**config.mk**
```make
export PLATFORM = sky130hd
export DESIGN_NAME = rate_strobe_gen
export DESIGN_NICKNAME = d
export VERILOG_FILES = /design/src/rtl/rsg_pkg.sv /design/src/rtl/rsg_phase_acc.sv /design/src/rtl/rsg_serializer.sv /design/src/rtl/rate_strobe_gen.sv
export SDC_FILE = /design/constraint.sdc
export NUM_CORES = 1
export LEC_CHECK = 0
export BUFFER_PORTS_ARGS = -buffer_cell sky130_fd_sc_hd__buf_2
export CAP_MARGIN = 5
export CORE_ASPECT_RATIO = 1.75
export CORE_MARGIN = 5
export CORE_UTILIZATION = 55
export CTS_CLUSTER_SIZE = 24
export DETAILED_ROUTE_END_ITERATION = 12
export PLACE_DENSITY = 0.73
export SYNTH_ARGS = -nofsm -noshare
export SYNTH_HDL_FRONTEND = slang
export SYNTH_SLANG_ARGS = --single-unit
```
**constraint.sdc**
```tcl
create_clock -name clk -period 4.66 [get_ports clk]
set_input_delay 0.699 -clock clk [delete_from_list [all_inputs] [get_ports clk]]
set_output_delay 0.699 -clock clk [all_outputs]
set_load 0.01 [all_outputs]
```
**src/rtl/rsg_pkg.sv**
```systemverilog
package rsg_pkg;

  localparam int RSG_ACC_W_DEF  = 32;
  localparam int RSG_DATA_W_DEF = 8;

  // width needed to hold the value n
  function automatic int width_for(input int n);
    int w;
    w = 1;
    while ((1 << w) <= n) w++;
    return w;
  endfunction

endpackage

```
**src/rtl/rsg_phase_acc.sv**
```systemverilog
module rsg_phase_acc #(
  parameter int ACC_W = rsg_pkg::RSG_ACC_W_DEF
) (
  input  logic             clk,
  input  logic             rst,
  input  logic             wr,
  input  logic [ACC_W-1:0] wr_word,
  output logic             strobe,
  output logic             tw_zero
);

  logic [ACC_W-1:0] acc_q;
  logic [ACC_W-1:0] tw_q;
  logic [ACC_W-1:0] acc_sum;

  // phase step: returns {carry, wrapped sum}
  function automatic logic [ACC_W:0] phase_step(input logic [ACC_W-1:0] ph,
                                                input logic [ACC_W-1:0] inc);
    return {1'b0, ph} + {1'b0, inc};
  endfunction

  always_comb begin
    {strobe, acc_sum} = phase_step(acc_q, tw_q);
  end

  assign tw_zero = (tw_q == '0);

  always_ff @(posedge clk) begin
    if (rst) begin
      acc_q <= '0;
      tw_q  <= '0;
    end else begin
      acc_q <= acc_sum;
      if (wr) tw_q <= wr_word;
    end
  end

endmodule

```
**src/rtl/rsg_serializer.sv**
```systemverilog
module rsg_serializer #(
  parameter int DATA_W = rsg_pkg::RSG_DATA_W_DEF
) (
  input  logic              clk,
  input  logic              rst,
  input  logic              strobe,
  input  logic              load_valid,
  input  logic [DATA_W-1:0] load_word,
  output logic              ready,
  output logic              taken,
  output logic              line
);

  localparam int CNT_W = rsg_pkg::width_for(DATA_W);

  logic [DATA_W-1:0] sh_q;
  logic [CNT_W-1:0]  left_q;

  assign ready = (left_q == '0);
  assign taken = strobe && ready && load_valid;

  always_ff @(posedge clk) begin
    if (rst) begin
      sh_q   <= '0;
      left_q <= '0;
      line   <= 1'b1;
    end else if (strobe) begin
      if (!ready) begin
        line   <= sh_q[DATA_W-1];
        sh_q   <= sh_q << 1;
        left_q <= left_q - 1'b1;
      end else if (load_valid) begin
        line   <= load_word[DATA_W-1];
        sh_q   <= load_word << 1;
        left_q <= CNT_W'(DATA_W - 1);
      end else begin
        line   <= 1'b1;
      end
    end
  end

endmodule

```
**src/rtl/rate_strobe_gen.sv**
```systemverilog
module rate_strobe_gen #(
  parameter int NPORTS = 3,
  parameter int ACC_W  = rsg_pkg::RSG_ACC_W_DEF,
  parameter int DATA_W = rsg_pkg::RSG_DATA_W_DEF,
  localparam int SEL_W = (NPORTS > 1) ? $clog2(NPORTS) : 1
) (
  input  logic                     clk,
  input  logic                     rst,
  input  logic                     tw_wr_en,
  input  logic [SEL_W-1:0]         tw_wr_sel,
  input  logic [ACC_W-1:0]         tw_wr_word,
  input  logic [NPORTS-1:0]        load_valid,
  input  logic [NPORTS*DATA_W-1:0] load_data,
  output logic [NPORTS-1:0]        ready,
  output logic [NPORTS-1:0]        bit_en,
  output logic [NPORTS-1:0]        ser_out
);

  // internal events brought out for the checker
  logic [NPORTS-1:0] taken;
  logic [NPORTS-1:0] tw_zero;
  logic [NPORTS-1:0] load_msb;

  for (genvar p = 0; p < NPORTS; p++) begin : g_lane
    logic lane_wr;
    assign lane_wr     = tw_wr_en && (tw_wr_sel == SEL_W'(p));
    assign load_msb[p] = load_data[p*DATA_W + DATA_W - 1];

    rsg_phase_acc #(.ACC_W(ACC_W)) u_acc (
      .clk     (clk),
      .rst     (rst),
      .wr      (lane_wr),
      .wr_word (tw_wr_word),
      .strobe  (bit_en[p]),
      .tw_zero (tw_zero[p])
    );

    rsg_serializer #(.DATA_W(DATA_W)) u_ser (
      .clk        (clk),
      .rst        (rst),
      .strobe     (bit_en[p]),
      .load_valid (load_valid[p]),
      .load_word  (load_data[p*DATA_W +: DATA_W]),
      .ready      (ready[p]),
      .taken      (taken[p]),
      .line       (ser_out[p])
    );
  end

endmodule

```
=== Word-level counts from Yosys, hierarchy flattened ===
Index checks and enable logic that the tools add are counted.

* Latch bits: 0
* Logic and storage cells: 54
* Flip-flop bits (word level): 231
* Bits of input ports: 64
* Memory bits (read-only): 0
* Output and inout port bits: 9
* Memory bits (writable): 0
* Memories: 0

* Div/mod/pow operators: 0
* Shift-type cells: 0
* Bitwise gates (word level): 0
* Reduce and logical (&&, ||, !) cells: 10
* Eq/ne operators: 5
* Magnitude comparators: 0
* Add/subtract/negate cells: 6
* Multiplexer cells: 18
* $mul: 0

{| class="wikitable"
|+ Operators with widths
! kind !! count
|-
| 32-bit by 32-bit adder with 33-bit output || 3
|-
| 8-bit two-way mux || 6
|-
| 4-bit two-way mux || 6
|-
| 4-bit zero test || 3
|-
| 4-bit by 1-bit subtractor with 4-bit output (second input constant) || 3
|-
| 1-bit two-way mux || 6
|-
| 2-bit inequality test (second input constant) || 3
|-
| 2-bit AND reduction || 3
|-
| 1-bit logical AND || 3
|-
| 2-bit by 1-bit equality test with 1-bit output (second input constant) || 1
|-
| 2-bit equality test (second input constant) || 1
|-
| 2-bit zero test || 1
|}

=== Depth between registers and ports, before layout ===
Gate-level depths: netlist (run 1).

* Depth after elaboration: 3
* Depth in mapped cells: 12

=== Hierarchy ===
From an unflattened synthesis (run 1), not the netlist that was laid out.

* Cell total of the unflattened synthesis: 1565
* Area total of the unflattened synthesis: 13520.5 µm²

{| class="wikitable"
|+ Modules (own cells, without submodules)
! module !! seq. area each (µm²) !! cells each !! instances !! area each (µm²)
|-
| rsg_phase_acc at g_lane[0].u_acc ... || 1281.2 || 461 || 2 || 3927.5
|-
| rsg_phase_acc at g_lane[2].u_acc || 1281.2 || 436 || 1 || 3762.4
|-
| rsg_serializer || 240.2 || 68 || 3 || 624.3
|-
| rate_strobe_gen || 0.0 || 3 || 1 || 30.0
|}

=== Least setup slack after synthesis (run 1) ===
Ideal clock, no wire load.

* Path type: flip-flop to output port
* From: register g_lane[1].u_acc.tw_q[0]
* To: output bit_en[1]
* Cell stages (with the launch flop): 10
* Buffers on the path: 1
* Data required time: 3.961 ns
* Arrival time: 2.439 ns
* Slack: 1.522 ns
* Path through: dfxtp_1 ha_1 fa_1 a211oi_1 nor2_2 o211ai_1 a21oi_1 o2111ai_1 a21oi_1 buf_4

* Cells in the longest elaborated chain, start to end: 1

{| class="wikitable"
|+ RTL lines
! element !! RTL line !! RTL
|-
| start: declaration || rsg_phase_acc.sv:13 || <nowiki>logic [ACC_W-1:0] tw_q;</nowiki>
|-
| start signal: assignment || rsg_phase_acc.sv:34 || <nowiki>if (wr) tw_q <= wr_word;</nowiki>
|-
| 32-bit by 32-bit adder with 33-bit output || rsg_phase_acc.sv:19 || <nowiki>return {1'b0, ph} + {1'b0, inc};</nowiki>
|-
| end: declaration || rate_strobe_gen.sv:15 || <nowiki>output logic [NPORTS-1:0] bit_en,</nowiki>
|}

No other way between the ends.

=== Worst setup path after layout (run 1) ===
Ends and elaborated chain as after synthesis.

==> results of run 1 <==
[registers in the layout (all words and copies together), names as in the netlist]
name / flops
g_lane.u_ser.sh_q: 21
g_lane.u_ser.left_q: 12
g_lane.u_ser.line: 3
g_lane.u_acc.acc_q: 96
g_lane.u_acc.tw_q: 96
[layer usage]
metal	vias to the layer above	part of all wire (%)	GRT usage, %
met5	-	0	0
met4	0	3.9	9.42
met3	87	4.0	2.70
met2	232	52	42.9
met1	5145	40	26.5
li1	5506	-	-
[cell families after synthesis]
group,count (synthesis),share of synthesized area [%]
and+or+nand+nor,556,19.1
DFF,228,36.4
xor gates and xnor gates,68,4.75
AOI/OAI and AO/OA,457,23.3
adders and majority gates,102,10.4
buffers and inverters,118,4.03
muxes,24,2.02
[per-stage QoR]
| step | utilization (%) | cell area [um^2] | power, mW | hold WS, ns |
|---|---|---|---|---|
| floorplan | - | 12500 | 2.37 | 0.437 |
| global placement | 57.3 | 13000 | 2.48 | 0.447 |
| detailed placement | 57.3 | 13000 | 2.49 | 0.445 |
| CTS | 60.9 | 13800 | 4.50 | 0.433 |
| global route | 60.9 | 13800 | 4.64 | 0.450 |
| finish | 60.9 | 13800 | 4.47 | 0.444 |
[layout make-up]
type | instances | area (um^2)
Tap cell | 300 | 375
Timing Repair Buffer | 80 | 439
Sequential cell | 228 | 4560
Inverter | 30 | 113
Clock inverter | 14 | 220
Fill cell | 2054 | 8850
Multi-Input combinational cell | 1207 | 7490
Clock buffer | 26 | 597
Antenna cell | 1 | 2.50
[worst min-delay path by stage]
stage                                           to  slack [ns]
after floorplan               g_lane[0].u_ser.line        0.44
after global placement    g_lane[1].u_acc.tw_q[19]        0.45
after detailed placement      g_lane[0].u_ser.line        0.44
after CTS                  g_lane[1].u_ser.sh_q[1]        0.43
after global routing       g_lane[2].u_ser.sh_q[1]        0.45
final                      g_lane[1].u_ser.sh_q[1]        0.44
[cell usage after synthesis (8+ instances only)]
library cell / n / area share, %
nand2_1: 268 / 8.0
dfxtp_1: 228 / 36
a21oi_1: 201 / 8.0
nor2_1: 147 / 4.4
ha_1: 99 / 9.9
clkbuf_1: 62 / 1.9
a21o_1: 59 / 3.5
o21ai_0: 50 / 2.0
xnor2_1: 39 / 2.7
nand3_1: 31 / 1.2
xor2_1: 29 / 2.0
inv_1: 28 / 0.84
a211oi_1: 25 / 1.5
nor3_1: 24 / 0.96
nor2b_1: 22 / 1.1
a311oi_1: 16 / 1.1
o21a_1: 15 / 0.90
nand4_1: 14 / 0.70
mux2i_1: 13 / 1.0
buf_4: 12 / 0.72
a31oi_1: 11 / 0.55
mux2_2: 11 / 0.99
o21bai_1: 9 / 0.54
o211ai_1: 8 / 0.48
[power groups by stage]
stage               Sequential, mW  Combinational (mW)  Clock [mW]
global placement              2.09               0.392           0
detailed placement            2.09               0.400           0
global route                  2.05               0.452        2.14
CTS                           2.04               0.403        2.06
floorplan                     2.08               0.292           0
finish                        2.04               0.403        2.03
[critical path, delay by kind of cell, from the launching register on]
kind / cells / cell delay [ns]
simple gates: 1 / 0.12
buf+inv: 1 / 0.21
flops: 1 / 0.32
compound gates: 5 / 1.73
fa+ha+maj: 2 / 0.71
==> run metrics, run 1 <==
Hold Startpoint load_data[8]; total wire length slightly above 30,000 um; synth warn 0; max-slew violation count 0; Initial Util about 55%; Cell variety after synth between 70 and 80; Mapped Area roughly 13,000 um^2; pin count of the biggest net entering global routing 130; commonest non-fill, non-tap cell in the layout nand2_1; Initial DRT Pass Iterations 7; CTS tree done; Fin. Hold Viols 0; postcts setup bufs 0; crit path from g_lane[1].u_acc.tw_q[0]; slowest library cell on the worst path o2111ai_1; sw frac between 20% and 30%; Place WS 0.935 ns; post-DP HPWL between 20,000 and 25,000 um; Post-Syn Instances ~1.6k; crit end category output port; hold buffers post-CTS 0; Placed Cells roughly 1.8k; drt first-iter violations 690; Layout area overhead 9.98%; first-pass GRT wire length roughly 50,000 um; Cell Count, Final, Fillers Out 1,886; Power Dens Cells approximately 320 nW/um^2; Max stage delay on crit path 0.56 ns; crit-path cells ha_1, fa_1, a211oi_1, nor2_2, o211ai_1, a21oi_1, o2111ai_1, a21oi_1, buf_2; layout cells sized above 1 between 9 and 10%; io pins between 70 and 80; Tmin final approximately 4.3 ns; Final nets 1,735; slew of the pin with the lowest slew margin 0.953 ns; register area share after synthesis between 30% and 40%; crit start category flop; Clock power frac around 45%; total gr overflow 0; Arr. time, crit path 3.61 ns; R2R Setup Slk roughly 1.3 ns; VDD IR max around 260 uV; Worst R2R End g_lane[1].u_ser.left_q[2]; final setup margin 0.346 ns; placer congestion estimate 0.917; Crit Path Max Fanout 6; Wirelength per Cell 16.1 um; Synth Register Bits ~230; Via Count 11.0k; clk sink count about 230; maxcap violations 0; Vias/cell around 5.8; clk slew on worst S/H paths 0.07 ns; Int Pwr about 3.4 mW; port bufs just over 70; outcome complete, no violations; DIE WIDTH around 120 um; Static Leak approximately 6.0 nW; H-Tree Depth 1; Residual DRC 0; Worst-Skew Late Latency about 0.52 ns; CTS root buf clkbuf_16; NetSw around 1.1 mW; hold depth 3; Max clock buf depth 3; number of synthesized flops with an enable pin 0; initial antenna violation count 1; vias in the first global route around 11k; clock skew about 0.012 ns; Top cell by count, worst path a21oi_1; core area 22,700 um^2; worst hold path class in -> reg; worst endpoint required time 3.96 ns; Avg Cell Area, Syn around 8 um^2; post_cts resized 0; Mapped Nets approximately 1.7k; die area roughly 26,000 um^2; main flop type after synthesis dfxtp_1; RSZ-0062 raised after global routing false; total track usage 23.3%; period utilization slightly above 90%; async set-reset flop share out of synthesis 0%; Flop pwr share between 40% and 50%; Num CTS Buffers 22; most frequent cells in the layout nand2_1, dfxtp_1, a21oi_1; row count 73; Logic pwr share under 10%; Reg2Reg Depth 10; Max Fclk approximately 0.23 GHz; crit path kind reg -> out; setup TNS 0 ns; worst rel slew slack a little over a third; remaining antenna violation count after routing 0; setup violators final 0; worst reg2reg startpoint g_lane[1].u_acc.tw_q[0]; Die H approximately 210 um; Setup crit end bit_en[1]
(Power assumes the default switching activity.)
==> run 2, diff against run 1 <==
Settings changed: BUFFER_PORTS_ARGS -buffer_cell sky130_fd_sc_hd__buf_2 to default, DONT_BUFFER_PORTS from default to 1, PLACE_DENSITY 0.73 to 0.7.
==> run 2 against run 1 <==
Flip-flop and latch count unchanged. Final cell count decreased by 4.0%. Sequential share of layout area grew 1.1 points. Fmax is 4.6% higher. Non-clock buffer count decreased by 75. Global-route usage down 0.053 points. Sequential power hardly changed. Clock-buffer cell count is 3 higher. Clock skew rose by 0.00078 ns. Critical path depth is 1 lower. Clock power is 4% lower.
==> run metrics, run 2 (synthesized netlist as in run 1, its figures left out) <==
Initial DRT Pass Iterations 5; Final nets ~1.7k; core area between 20,000 and 25,000 um^2; Storage cell area between 4000 and 5000 um^2; Power Dens Cells between 300 and 400 nW/um^2; Crit Path Max Fanout 6; initial antenna violation count 1; most frequent cells in the layout nand2_1, dfxtp_1, a21oi_1; Layout area overhead 6.58%; maxcap violations 0; fill count approximately 2.1k; H-Tree Depth 1; pin count of the biggest net entering global routing approximately 240; period utilization approximately nine tenths; die area ~26,000 um^2; Hold EP g_lane[0].u_ser.sh_q[5]; hold buffers post-CTS 0; remaining antenna violation count after routing 0; first-pass GRT wire length ~50,000 um; vias in the first global route around 10k; total gr overflow 0; CTS tree done; hold depth 1; Reg2Reg Depth 10; worst endpoint required time between 3 and 4 ns; Residual DRC 0; crit start category flop; Arr. time, crit path between 3 and 4 ns; drt first-iter violations between 500 and 600; crit path kind reg -> out; CTS root buf clkbuf_16; Tmin final just over 4 ns; clk slew on worst S/H paths ~0.07 ns; total track usage approximately 23%; Vias/cell between 5 and 6; setup TNS 0 ns; placer congestion estimate just over 0.9; row count 73; io pins 73; Hold Startpoint rst; max-slew violation count 0; layout cells sized above 1 approximately 5.2%; Fin. Hold Viols 0; crit path from g_lane[1].u_acc.tw_q[0]; Worst-Skew Late Latency between 0.5 and 0.6 ns; Ant. Diodes 0; clock skew between 0.01 and 0.015 ns; Cell Count, Final, Fillers Out approximately 1.8k; slew of the pin with the lowest slew margin 0.969 ns; Die H around 210 um; total wire length 30,400 um; clk sink count roughly 230; postcts setup bufs 0; Placed Cells 1,770; Initial Util 55.4%; post-DP HPWL 21,800 um; setup violators final 0; port bufs 0; post_cts resized 0; worst rel slew slack between 30% and 40%; worst hold path class in -> reg; Num CTS Buffers 22; VDD IR max between 200 and 300 uV; area of the multi-input gates 7490 um^2; Static Leak between 5 and 6 nW; Via Count approximately 11k; crit end category output port; RSZ-0062 raised after global routing false; Wirelength per Cell 16.8 um; Max clock buf depth 3; Worst R2R End g_lane[1].u_ser.left_q[3]; R2R Setup Slk ~1.2 ns; commonest non-fill, non-tap cell in the layout nand2_1; outcome complete, no violations; DIE WIDTH roughly 120 um; Max Fclk 0.242 GHz; top flop regs g_lane.u_acc.acc_q: 96 flops, g_lane.u_acc.tw_q: 96 flops, g_lane.u_ser.sh_q: 21 flops; worst reg2reg startpoint g_lane[1].u_acc.tw_q[0]
[run 2: through the flow]
| stage | power (mW) | hold slack, ns | instance area [um^2] | worst slack (ns) | utilization [%] |
|---|---|---|---|---|---|
| global route | 4.47 | 0.249 | 13400 | 0.320 | 59.0 |
| finish | 4.31 | 0.273 | 13400 | 0.536 | 59.0 |
| floorplan | 2.37 | 0.437 | 12500 | 1.52 | - |
| detailed placement | 2.41 | 0.448 | 12600 | 1.03 | 55.6 |
| CTS | 4.34 | 0.262 | 13400 | 0.492 | 59.0 |
| global placement | 2.40 | 0.444 | 12600 | 1.09 | 55.6 |
[run 2: final cells by class]
class / count / share of cell area, %
repair buffers: 5 / 0.281
inverters: 30 / 0.842
multi-input cells: 1207 / 56.0
clock inverters: 11 / 1.28
flip-flops and latches: 228 / 34.1
well taps: 300 / 2.81
clock buffers: 29 / 4.62
[run 2: worst max-delay path, stage by stage, from the launching register on]
cell and delay [ns]:
dfxtp_1 0.31, ha_1 0.23, fa_1 0.49, a211oi_1 0.32
nor2_2 0.11, o211ai_1 0.36, a21oi_1 0.20, o2111ai_1 0.55
a21oi_1 0.34
[run 2: power breakdown]
group / leakage, nW / internal (mW) / total (mW) / switching [mW]
registers: 1.85 / 2.02 / 2.04 / 0.0283
logic: 3.41 / 0.129 / 0.322 / 0.193
clock network: 0.368 / 1.16 / 1.95 / 0.784
total: 5.63 / 3.31 / 4.31 / 1.01
[run 2: how the worst max path moves through the flow]
stage,end,cells after the start
2_1_floorplan,bit_en[1],9
3_3_place_gp,bit_en[1],8
3_5_place_dp,bit_en[1],8
4_1_cts,bit_en[1],8
5_1_grt,bit_en[1],8
6_report,bit_en[1],8
[run 2: routing by layer]
metal | share of wire, % | wire length, um | global-route usage (%)
met5 | 0.026 | 8 | 0
met4 | 3.4 | 1030 | 8.32
met3 | 4.5 | 1370 | 3.37
met2 | 52 | 15700 | 42.4
met1 | 40 | 12200 | 26.9
==> run 3, diff against run 2 <==
Settings changed: ABC_AREA from default to 1, SKIP_CTS_REPAIR_TIMING from default to 1.
==> run 3 against run 2 <==
Non-clock buffer count fell by 1. Setup slack improved by 1.2 ns. Synthesized area rose by 11%. Power rose by 5.4%. Routed wire length rose by 17%. Largest power group unchanged. Sequential share of layout area fell by 3.3 points. Via count rose by 22%. Synthesized cell count rose by 40%. Die area rose by 10%. Critical path depth rose by 2.
==> run metrics, run 3 <==
setup TNS 0 ns; Synth Area in Adders 9.34%; VDD IR max approximately 280 uV; GR Util met1 between 20% and 30%; Crit Path Max Fanout 10; outcome complete, no violations; Initial DRT Pass Iterations 5; clock skew 0.00934 ns; Wirelength per Cell between 10 and 15 um; crit start category flop; most frequent cell after synthesis nand2_1; mux cell area share after synthesis less than 1%; Reg2Reg Depth 9; clk slew on worst S/H paths approximately 0.060 ns; Initial Util 55.3%; first-pass GRT wire length 57,900 um; Die H around 220 um; Residual DRC 0; core area between 20,000 and 30,000 um^2; most frequent cells in the layout nand2_1, nor2_1, inv_1; placer congestion estimate approximately 0.98; Max Fclk 0.338 GHz; clk sink count between 200 and 250; drt first-iter violations a little under 800; Layout area overhead 6.41%; layout cells sized above 1 5.21%; DIE WIDTH roughly 130 um; CTS tree done; register area share after synthesis roughly a third; commonest cells in the netlist nand2_1, nor2_1, inv_1; Hold Startpoint rst; post-DP HPWL 27,000 um; Post-Syn Instances about 2.2k; met2 usage 45.6%; Max clock buf depth 3; Worst R2R End g_lane[1].u_ser.left_q[3]; xor and xnor area share after synthesis less than 1%; total track usage 24.8%; maxcap violations 0; number of synthesized flops with an enable pin 0; row count 77; fill count about 2.5k; Tmin final 2.96 ns; Synth Area in Simple Gates about a third; max-slew violation count 0; Cell variety after synth 36; Compound-Gate Fraction of Synth Area 16.0%; Power Dens Cells roughly 300 nW/um^2; worst endpoint required time 3.96 ns; remaining antenna violation count after routing 0; total wire length roughly 35,000 um; Hold Slack between 0.2 and 0.25 ns; worst hold path class in -> reg; async set-reset flop share out of synthesis 0%; Mapped Nets around 2.3k; worst reg2reg startpoint g_lane[1].u_ser.left_q[0]; initial antenna violation count 1; crit path kind reg -> out; crit path from g_lane[1].u_acc.tw_q[0]; Synth area leader dfxtp_1; Static Leak around 7.5 nW; period utilization 63.5%; commonest non-fill, non-tap cell in the layout nand2_1; io pins between 70 and 80; RSZ-0062 raised after global routing false; top flop regs g_lane.u_acc.acc_q: 96 flops, g_lane.u_acc.tw_q: 96 flops, g_lane.u_ser.sh_q: 21 flops; Fin. Hold Viols 0; largest family of logic cells by synthesized area simple AND/OR/NAND/NOR gates; R2R Setup Slk 2.28 ns; die area around 29,000 um^2; worst rel slew slack a little under a quarter; crit end category output port; Final nets roughly 2.3k; main flop type after synthesis dfxtp_1; dominant cells by area after synthesis dfxtp_1, nand2_1, nor2_1, ha_1, o21ai_0; pin count of the biggest net entering global routing approximately 120; Num CTS Buffers 23; Avg Cell Area, Syn 6.42 um^2; Vias/cell about 5.3; GR Util met3 4.88%; post-synth top area share roughly 33%; CTS root buf clkbuf_16; Hold EP g_lane[2].u_acc.acc_q[1]; Arr. time, crit path 2.26 ns; grt peak-use layer met2; vias in the first global route ~12k; Ant. Diodes 0; setup violators final 0; hold depth 1; Synth Register Bits roughly 230; Worst-Skew Late Latency between 0.5 and 0.6 ns; H-Tree Depth 1; Via Count ~13k; Mapped Area between 10,000 and 15,000 um^2; total gr overflow 0; slew of the pin with the lowest slew margin between 1 and 1.5 ns; port bufs 0; synth warn 0
## run 3: changes by cell type in the layout (fill, tap and decap cells not counted), moves of 20 or more
cell      before  now
nand2_2        0   20
nor2_1       147  429
o21ai_0       50  193
nor2b_1       22    0
nand2_1      268  529
xor2_1        29    0
inv_1         28  242
a211oi_1      25    0
xnor2_1       39    1
a21o_1        59    8
nand3_1       31   73
a21oi_1      201  175
## run 3: kinds of logic after synthesis
| group | after synthesis |
|---|---|
| AND/OR/NAND/NOR | 1111 |
| adder cells (fa/ha/maj) | 102 |
| flip-flops | 228 |
| multiplexers | 3 |
| XOR/XNOR | 1 |
| AO/OA/AOI/OAI | 415 |
| buffers and inverters | 307 |
## run 3: critical path, stage by stage, from the launching register on
cell and delay [ns]:
dfxtp_1 0.31, ha_1 0.23, fa_1 0.47, nand2_1 0.13, nand2_1 0.07, nand3_1 0.09
nand2_2 0.09, nand2_2 0.09, nand2_4 0.07, nand2_4 0.09, nand2_8 0.08
## run 3: power by group
part,internal (mW),switching [mW],leakage [nW]
clock,1.08,0.800,0.357
sequential,2.06,0.0544,1.86
combinational,0.192,0.356,5.29
## run 3: cell type report
| type | instances | area, um^2 | area share [%] |
|---|---|---|---|
| Sequential cell | 228 | 4560 | 30.8 |
| Timing Repair Buffer | 4 | 42.5 | 0.288 |
| Clock inverter | 7 | 93.8 | 0.634 |
| Multi-Input combinational cell | 1632 | 8110 | 54.8 |
| Clock buffer | 31 | 646 | 4.36 |
| Inverter | 249 | 940 | 6.35 |
| Tap cell | 316 | 395 | 2.67 |
## run 3: worst max path at each step
stage	end	slack (ns)	cells after the start
6_report	bit_en[1]	1.70	10
5_1_grt	bit_en[0]	1.59	10
4_1_cts	bit_en[1]	1.69	10
3_5_place_dp	bit_en[1]	2.26	10
3_3_place_gp	bit_en[1]	2.29	10
2_1_floorplan	bit_en[0]	2.23	12
## run 3: layer usage
layer / part of all wire [%] / up-vias
li1: - / 6847
met1: 40 / 5729
met2: 50 / 318
met3: 6.3 / 91
met4: 3.7 / 2
met5: 0.15 / -
## run 3: per-stage QoR
step / setup slack (ns) / instance area (um^2) / cells / utilization (%) / total power [mW]
6_report: 1.70 / 14800 / 2467 / 58.8 / 4.55
5_1_grt: 1.59 / 14800 / 2467 / 58.8 / 4.76
4_1_cts: 1.69 / 14800 / 2467 / 58.8 / 4.59
3_5_place_dp: 2.26 / 14100 / 2429 / 55.9 / 2.71
3_3_place_gp: 2.29 / 14100 / 2429 / 55.9 / 2.69
2_1_floorplan: 2.23 / 13900 / 2167 / - / 2.58
